### src/rtl/charlie_scan_pkg.sv
package charlie_scan_pkg;

  localparam int NPADS   = 5;
  localparam int NPHASES = 5;
  localparam int FRAME_W = 24;
  localparam int PH_W    = 3;
  localparam int END_BIT = 16;

  typedef enum logic [1:0] {
    ST_IDLE  = 2'd0,
    ST_GAP   = 2'd1,
    ST_DRIVE = 2'd2
  } scan_st_e;

  // Returns {used, frame bit index} for a sink pad in a given phase.
  function automatic logic [5:0] sink_bit(input logic [PH_W-1:0] ph, input int pad);
    logic [5:0] r;
    r = 6'd0;
    case (ph)
      3'd0: case (pad) 1: r = {1'b1, 5'd11}; 2: r = {1'b1, 5'd15}; 3: r = {1'b1, 5'd13}; default: r = 6'd0; endcase
      3'd1: case (pad) 0: r = {1'b1, 5'd12}; 2: r = {1'b1, 5'd8};  3: r = {1'b1, 5'd22}; 4: r = {1'b1, 5'd2}; default: r = 6'd0; endcase
      3'd2: case (pad) 0: r = {1'b1, 5'd0};  1: r = {1'b1, 5'd23}; 3: r = {1'b1, 5'd9};  4: r = {1'b1, 5'd6}; default: r = 6'd0; endcase
      3'd3: case (pad) 0: r = {1'b1, 5'd14}; 1: r = {1'b1, 5'd21}; 2: r = {1'b1, 5'd10}; 4: r = {1'b1, 5'd4}; default: r = 6'd0; endcase
      3'd4: case (pad) 0: r = {1'b1, 5'd7};  1: r = {1'b1, 5'd1};  2: r = {1'b1, 5'd5};  3: r = {1'b1, 5'd3}; default: r = 6'd0; endcase
      default: r = 6'd0;
    endcase
    return r;
  endfunction

endpackage

### src/rtl/charlie_phase_map.sv
module charlie_phase_map
  import charlie_scan_pkg::*;
(
  input  logic [PH_W-1:0]    phase,
  input  logic [FRAME_W-1:0] frame,
  output logic [NPADS-1:0]   strobe,
  output logic [NPADS-1:0]   sink
);

  for (genvar g = 0; g < NPADS; g++) begin : g_pad
    logic [5:0] sel;
    assign sel       = sink_bit(phase, g);
    assign strobe[g] = (phase == PH_W'(g));
    assign sink[g]   = sel[5] & frame[sel[4:0]];
  end

endmodule

### src/rtl/charlie_scan_seq.sv
module charlie_scan_seq
  import charlie_scan_pkg::*;
#(
  parameter int DWELL = 4,
  parameter int CNT_W = 8
) (
  input  logic             clk,
  input  logic             rst,
  input  logic             start,
  input  logic [CNT_W-1:0] sweeps_in,
  output logic             accept,
  output logic             drive_n,
  output logic [PH_W-1:0]  phase_n,
  output logic             busy,
  output logic             done
);

  localparam int DW_W = (DWELL > 1) ? $clog2(DWELL) : 1;
  localparam logic [DW_W-1:0] DW_LAST = DW_W'(DWELL - 1);

  scan_st_e         st, st_n;
  logic [PH_W-1:0]  ph;
  logic [DW_W-1:0]  dw, dw_n;
  logic [CNT_W-1:0] sw, sw_n;
  logic             done_n;

  always_comb begin
    st_n    = st;
    phase_n = ph;
    dw_n    = dw;
    sw_n    = sw;
    done_n  = 1'b0;
    accept  = 1'b0;
    case (st)
      ST_IDLE: if (start) begin
        accept  = 1'b1;
        st_n    = ST_GAP;
        phase_n = '0;
        sw_n    = sweeps_in;
      end
      ST_GAP: begin
        st_n = ST_DRIVE;
        dw_n = '0;
      end
      ST_DRIVE: begin
        if (dw == DW_LAST) begin
          if (ph == PH_W'(NPHASES - 1)) begin
            phase_n = '0;
            if (sw == CNT_W'(1)) begin
              st_n   = ST_IDLE;
              done_n = 1'b1;
            end else begin
              sw_n = sw - CNT_W'(1);
              st_n = ST_GAP;
            end
          end else begin
            phase_n = ph + PH_W'(1);
            st_n    = ST_GAP;
          end
        end else begin
          dw_n = dw + DW_W'(1);
        end
      end
      default: st_n = ST_IDLE;
    endcase
  end

  assign drive_n = (st_n == ST_DRIVE);

  always_ff @(posedge clk) begin
    if (rst) begin
      st   <= ST_IDLE;
      ph   <= '0;
      dw   <= '0;
      sw   <= '0;
      done <= 1'b0;
      busy <= 1'b0;
    end else begin
      st   <= st_n;
      ph   <= phase_n;
      dw   <= dw_n;
      sw   <= sw_n;
      done <= done_n;
      busy <= (st_n != ST_IDLE);
    end
  end

endmodule

### src/rtl/charlie_scan.sv
module charlie_scan
  import charlie_scan_pkg::*;
#(
  parameter int DWELL = 4,
  parameter int CNT_W = 8
) (
  input  logic               clk,
  input  logic               rst,
  input  logic               start,
  input  logic [23:0]        frame_in,
  input  logic [CNT_W-1:0]   sweeps_in,
  output logic [4:0]         pin_oe,
  output logic [4:0]         pin_out,
  output logic               busy,
  output logic               done,
  output logic               last_frame
);

  logic [FRAME_W-1:0] frame_q;
  logic               accept, drive_n;
  logic [PH_W-1:0]    phase_n;
  logic [NPADS-1:0]   strobe, sink;

  charlie_scan_seq #(.DWELL(DWELL), .CNT_W(CNT_W)) u_seq (
    .clk       (clk),
    .rst       (rst),
    .start     (start),
    .sweeps_in (sweeps_in),
    .accept    (accept),
    .drive_n   (drive_n),
    .phase_n   (phase_n),
    .busy      (busy),
    .done      (done)
  );

  charlie_phase_map u_map (
    .phase  (phase_n),
    .frame  (frame_q),
    .strobe (strobe),
    .sink   (sink)
  );

  always_ff @(posedge clk) begin
    if (rst) begin
      frame_q    <= '0;
      last_frame <= 1'b0;
      pin_oe     <= '0;
      pin_out    <= '0;
    end else begin
      if (accept) begin
        frame_q    <= frame_in;
        last_frame <= frame_in[END_BIT];
      end
      pin_oe  <= drive_n ? (strobe | sink) : '0;
      pin_out <= drive_n ? strobe : '0;
    end
  end

endmodule

### config.mk
export PLATFORM = sky130hd
export DESIGN_NAME = charlie_scan
export DESIGN_NICKNAME = d
export VERILOG_FILES = /design/src/rtl/charlie_scan_pkg.sv /design/src/rtl/charlie_phase_map.sv /design/src/rtl/charlie_scan_seq.sv /design/src/rtl/charlie_scan.sv
export SDC_FILE = /design/constraint.sdc
export NUM_CORES = 1
export LEC_CHECK = 0
export ABC_AREA = 1
export ABC_CLOCK_PERIOD_IN_PS = 3950
export CORE_AREA = 8 8 74 76
export CTS_CLUSTER_DIAMETER = 50
export DETAILED_ROUTE_END_ITERATION = 10
export DIE_AREA = 0 0 82 84
export PLACE_DENSITY_LB_ADDON = 0.05
export SYNTH_ARGS = -nofsm -noshare
export SYNTH_HDL_FRONTEND = slang
export SYNTH_SLANG_ARGS = --single-unit
### constraint.sdc
create_clock -name clk -period 3.95 [get_ports clk]
set_input_delay 0.9875 -clock clk [delete_from_list [all_inputs] [get_ports clk]]
set_output_delay 0.9875 -clock clk [all_outputs]
set_load 0.005 [all_outputs]
### Word level (Yosys, flattened, before mapping)

Index checks and enable logic that the tools add are counted.

| cells by class | value |
|---|---|
| reduce and logical (&&, ||, !) cells | 9 |
| bitwise operators | 10 |
| $lt $le $gt $ge | 5 |
| muxes and demuxes | 34 |
| add/subtract/negate cells | 3 |
| equal/unequal tests | 15 |

Operators with widths:

| kind | number |
|---|---|
| one-hot mux 6 bit (4 select lines) | 4 |
| two-way mux 8 bit | 4 |
| less-than comparator 5 x 6 -> 1 bit, second input constant | 5 |
| binary-select mux 1 bit (select 5 bit) | 5 |
| one-hot mux 6 bit (3 select lines) | 1 |
| one-hot mux 8 bit (2 select lines) | 1 |
| two-way mux 1 bit | 10 |
| two-way mux 3 bit | 3 |
| equality test 8 x 1 -> 1 bit, second input constant | 1 |
| subtractor 8 x 1 -> 8 bit, second input constant | 1 |
| equality test 2 bit, second input constant | 3 |
| equality test 3 x 2 -> 1 bit, second input constant | 2 |
| equality test 3 bit, second input constant | 2 |
| two-way mux 2 bit | 3 |
| inequality test 2 bit, second input constant | 3 |
| one-hot mux 2 bit (3 select lines) | 1 |
| one-hot mux 3 bit (2 select lines) | 1 |
| nonzero test 2 bit | 3 |
| AND 1 bit | 5 |
| OR 5 bit | 1 |
| AND reduction 5 bit | 1 |
| inequality test 2 x 1 -> 1 bit, second input constant | 2 |
| inverter 1 bit | 4 |
| one-hot mux 2 bit (2 select lines) | 1 |
| 9 further kinds | 9 |

| word-level totals | value |
|---|---|
| input port bits | 35 |
| register bits after elaboration | 52 |
| word-level logic and storage cells | 86 |

### Longest topological paths before layout

| depth | value |
|---|---|
| depth after elaboration | 10 |
| mapped depth | 16 |
| depth with buffers taken out | 15 |

### Cells and area by module

A second synthesis with hierarchy kept.

| second synthesis, totals | value |
|---|---|
| cells, all modules | 436 |
| area total of the unflattened synthesis | 2775.2 um^2 |

Modules (own cells, without submodules):

| module | instances | cells each | area each (um^2) |
|---|---|---|---|
| charlie_scan | 1 | 183 | 1263.7 |
| charlie_scan_seq | 1 | 158 | 1012.2 |
| charlie_phase_map | 1 | 95 | 499.2 |

### Least setup slack after synthesis

Ideal clock, no wire load.

| timing | value |
|---|---|
| path kind | input port to flip-flop |
| from | in start |
| to | reg pin_oe[4] |
| path buffers | 0 |
| arrival time | 1.914 ns |
| setup time | 0.122 ns |
| setup slack | 1.914 ns |
| cell stages on the path | 10 |
| data required time | 3.828 ns |
| cell sequence | o21ai_2 > nand2_1 > nand2_2 > inv_2 > nor2_4 > nand2_1 > nand2_1 > nand2_1 > o211ai_1 > a21oi_1 |

| on the way | value |
|---|---|
| word-level cells in the longest chain between the ends | 8 |

RTL lines:

| element | RTL line | text |
|---|---|---|
| start, declared | charlie_scan.sv:9 | `input logic start,` |
| two-way mux 3 bit | charlie_scan_seq.sv:35 | `ST_IDLE: if (start) begin` |
| one-hot mux 3 bit (2 select lines) | charlie_scan_seq.sv:34 | `case (st)` |
| equality test 3 x 2 -> 1 bit / equality test 3 x 1 -> 1 bit (equally long branches) | charlie_scan_pkg.sv:19 | `case (ph)` |
| one-hot mux 6 bit (3 select lines) | charlie_scan_pkg.sv:19 |  |
| binary-select mux 1 bit (select 5 bit) | charlie_phase_map.sv:14 | `assign sink[g] = sel[5] & frame[sel[4:0]];` |
| two-way mux 1 bit (implied by the code) | charlie_phase_map.sv:14 |  |
| AND 1 bit | charlie_phase_map.sv:14 |  |
| OR 5 bit | charlie_scan.sv:54 | `pin_oe <= drive_n ? (strobe \| sink) : '0;` |
| end signal, assigned | charlie_scan.sv:54 |  |
| end, declared | charlie_scan.sv:12 | `output logic [4:0] pin_oe,` |

Parallel ways exist; a longest one is shown, timed or not. The select of a mux whose other input is x is not followed.
A chain may end at the register's enable or synchronous reset.

### Final worst setup path

| timing | value |
|---|---|
| from | in start |
| to | reg pin_oe[3] |

| on the way | value |
|---|---|
| word-level cells in the longest chain between the ends | 8 |

RTL lines:

| element | RTL line |
|---|---|
| two-way mux 3 bit | charlie_scan_seq.sv:35 |
| one-hot mux 3 bit (2 select lines) | charlie_scan_seq.sv:34 |
| equality test 3 bit, or another cell as far along | charlie_scan_pkg.sv:19 |
| one-hot mux 6 bit (4 select lines) | charlie_scan_pkg.sv:19 |
| binary-select mux 1 bit (select 5 bit) | charlie_phase_map.sv:14 |
| two-way mux 1 bit (implied by the code) | charlie_phase_map.sv:14 |
| AND 1 bit | charlie_phase_map.sv:14 |
| OR 5 bit | charlie_scan.sv:54 |

Parallel ways exist; a longest one is shown, timed or not. The select of a mux whose other input is x is not followed.

==> impl_metrics.py <==
metrics = {
    "timing": {
        "timing.hold.ws_ns": 0.467,
        "final-setup-viol-count": 0,
        "period_minus_slack_ns": 2.47,
        "hold_violations": 0,
        "max_slew.worst_pin.slew_ns": 0.763,
        "relSlewSlack_pct": 49.1,
        "rsz0062_at_grt": "false",
        "final_max_slew_viol_count": 0,
        "fin_worst_skew_ns": 0.00558,
        "fmax_mhz": 404,
        "fin_setup_tns_ns": 0,
        "fin_crit_sh_pct": 62.6,
    },
    "global_routing": {
        "grt_pass1_wl_mm": 8.90,
        "antenna_found_initial": 0,
        "track_usage_pct": 16.0,
        "grt_max_degree": 32,
        "grt_pass1_vias": 1960,
        "gr-total-overflow": 0,
    },
    "worst_hold_path": {
        "hold_class": "reg2reg",
        "hold_depth": 2,
        "min_from": "frame_q[6]$_SDFFE_PP0P_",
        "holdPathEnd": "frame_q[6]$_SDFFE_PP0P_",
    },
    "synthesis": {
        "syn-num-nets": 351,
        "synth.distinct_cells": 33,
        "synth_area_per_cell_um2": 7.27,
        "synth_cells": 311,
        "seq_area_frac_synth_pct": 41.6,
        "synth.area.top_cells": "dfxtp_1 42%, o21ai_0 9.3%, nand2_1 8.8%",
        "synth_top_cell_by_area": "dfxtp_1",
        "ys_ff_latch": 47,
        "yosys_warnings": 0,
        "syn_area_um2": 2260,
        "yosysTopAreaCellShare_pct": 41.6,
    },
    "layout": {
        "final_common_cell": "nand2_1",
        "fillCellCount": 405,
        "syn_to_final_growth_pct": 24.5,
        "multi_input_area_um2": 1140,
        "n_antenna_cell": 0,
        "nets": 392,
        "drive_gt1_share_pct": 8.22,
        "regArea_um2": 941,
        "final_cell_mix": "53 x nand2_1, 47 x dfxtp_1, 43 x clkdlybuf4s50_1",
    },
    "power_and_ir_drop": {
        "max-vdd-ir-drop_mv": 0.289,
        "power_density_nw_per_um2": 350,
        "leakage_nw": 1.18,
    },
    "floorplanning": {
        "die_x_um": 82,
        "num_io_pins": 48,
        "fp-row-count": 24,
        "start_util_pct": 53.0,
        "dieArea_um2": 6890,
        "die_h_um": 84,
        "core-area_um2": 4260,
    },
    "cts": {
        "cts_tree": "yes",
        "clkLatencyLatePin_ns": 0.30,
        "cts_inserted_buffers": 5,
        "cts.sinks": 47,
        "clk_pin_slew_ns": 0.09,
        "cts_buffer_depth": 2,
        "postCtsHoldBufs": 0,
        "post_cts_resized": 0,
        "post-cts-setup-buffers": 0,
        "cts-root-buf": "clkbuf_8",
        "htreeDepth": 2,
    },
    "route": {
        "wl_met1_mm": 2.58,
        "routedWlPerCell_um": 12.8,
        "vias_per_cell": 5.14,
        "dr_wl_met2_mm": 2.24,
        "vias": 2081,
        "final_antenna_net_count": 0,
        "wl_mm": 5.20,
        "met3_length_um": 324,
        "drt-initial-drc-count": 105,
        "drc_errors": 0,
        "top_layer": "met4",
        "drtPass1Iterations": 6,
    },
    "critical_path": {
        "timing.rr.end": "pin_oe[1]$_SDFF_PP0_",
        "slowest_stage": "clkdlybuf4s50_1",
        "r2r_slack_ns": 1.79,
        "critPathMostFrequentCell": "nand2_1",
        "path_max_fanout": 7,
        "rr_worst_depth": 7,
        "slowest_delay_ns": 0.49,
        "cp-startpoint": "start",
        "worstSetupStartpointType": "input port",
        "crit_required_ns": 4.19,
        "cp_cell_sequence": "clkdlybuf4s50_1 -> o21ai_2 -> nand2_1 -> nand2_2 -> nor2_2 -> nand2_1 -> nand2_2 -> nand2_1 -> nand2_1 -> nand2_1 -> nand2_1 -> nand2_1 -> a21oi_2",
        "worstSetupEndpointType": "register",
        "critPathKind": "in2reg",
        "rr_startpoint": "u_seq.st[1]$_SDFF_PP0_",
        "cp.arrival_ns": 2.72,
    },
    "run": {
        "maxCapViolCount": 0,
    },
    "placement": {
        "io_buffers": 43,
        "gp_congestion": 0.912,
        "dpl.hpwl_mm": 3.90,
    },
    "run_status": {
        "status": "finished, final reports clean",
    },
}
[worst max-delay path: cells and delay by family]
family	cells	cell delay (ns)
buffers and inverters	1	0.49
AO/OA/AOI/OAI	2	0.18
AND/OR/NAND/NOR	10	1.04
[where the power goes]
group | switching (mW) | leakage, nW | total, mW | internal (mW)
registers | 0.0217 | 0.386 | 0.530 | 0.508
logic | 0.0908 | 0.755 | 0.168 | 0.0776
clock network | 0.164 | 0.0402 | 0.287 | 0.123
total | 0.276 | 1.18 | 0.985 | 0.709
[metrics by stage]
| step | setup slack (ns) | cells | instance area, um^2 | util, % | power [mW] |
|---|---|---|---|---|---|
| floorplan | 1.91 | 311 | 2260 | - | 0.642 |
| global placement | 1.19 | 397 | 2720 | 63.9 | 0.705 |
| detailed placement | 1.18 | 397 | 2720 | 63.9 | 0.709 |
| CTS | 1.46 | 405 | 2810 | 66.0 | 0.994 |
| global route | 1.24 | 405 | 2810 | 66.0 | 1.04 |
| finish | 1.48 | 405 | 2810 | 66.0 | 0.985 |
[layout make-up]
cell class	instances	share of cell area (%)
clock buffer	5	2.45
clock inverter	3	0.712
inverter	35	4.67
multi-input combinational	218	40.6
sequential	47	33.5
tap	52	2.31
timing repair buffer	45	15.8
[cell usage after synthesis]
master / count
nand2_1: 53
dfxtp_1: 47
o21ai_0: 42
nor2_1: 40
inv_1: 32
a21oi_1: 24
nand3_1: 12
clkbuf_1: 9
ha_1: 5
nand2_2: 5
o211ai_1: 4
inv_2: 3
nand4_1: 3
nor2_4: 3
nor3_1: 3
o22ai_1: 3
xor2_1: 3
a31oi_1: 2
mux2i_1: 2
nand3_2: 2
o21bai_1: 2
a211oi_1: 1
a21oi_2: 1
buf_2: 1
buf_4: 1
nand2_4: 1
nor2_2: 1
nor2_8: 1
nor4_1: 1
o21a_1: 1
o21ai_1: 1
o21ai_2: 1
o21ai_4: 1
[cell families after synthesis]
group / count (synthesis) / share of synthesized area, %
buffers and inverters: 46 / 7.86
adder cells (fa/ha/maj): 5 / 2.77
multiplexers: 2 / 0.886
XOR/XNOR: 3 / 1.16
flip-flops: 47 / 41.6
AO/OA/AOI/OAI: 83 / 20.4
AND/OR/NAND/NOR: 125 / 25.3
[flip-flops by register name, summed over array words and instances (netlist names)]
name,count
u_seq.dw,2
frame_q,20
u_seq.busy,1
pin_oe,5
u_seq.ph,3
u_seq.sw,8
pin_out,5
u_seq.done,1
u_seq.st,2
[per-layer routing]
layer / global-route usage, % / vias up
met2: 22.0 / 52
met4: 5.11 / 0
met3: 4.85 / 5
met1: 22.7 / 923
li1: - / 1101
met5: 0 / -
[how the worst max path moves through the flow]
| stage | depth (start not counted) | end | slack [ns] |
|---|---|---|---|
| 2_1_floorplan | 10 | pin_oe[4]$_SDFF_PP0_ | 1.91 |
| 3_3_place_gp | 13 | pin_oe[3]$_SDFF_PP0_ | 1.19 |
| 3_5_place_dp | 13 | pin_oe[3]$_SDFF_PP0_ | 1.18 |
| 4_1_cts | 7 | frame_q[10]$_SDFFE_PP0P_ | 1.46 |
| 5_1_grt | 7 | frame_q[10]$_SDFFE_PP0P_ | 1.24 |
| 6_report | 13 | pin_oe[3]$_SDFF_PP0_ | 1.48 |
(Power assumes the default switching activity.)
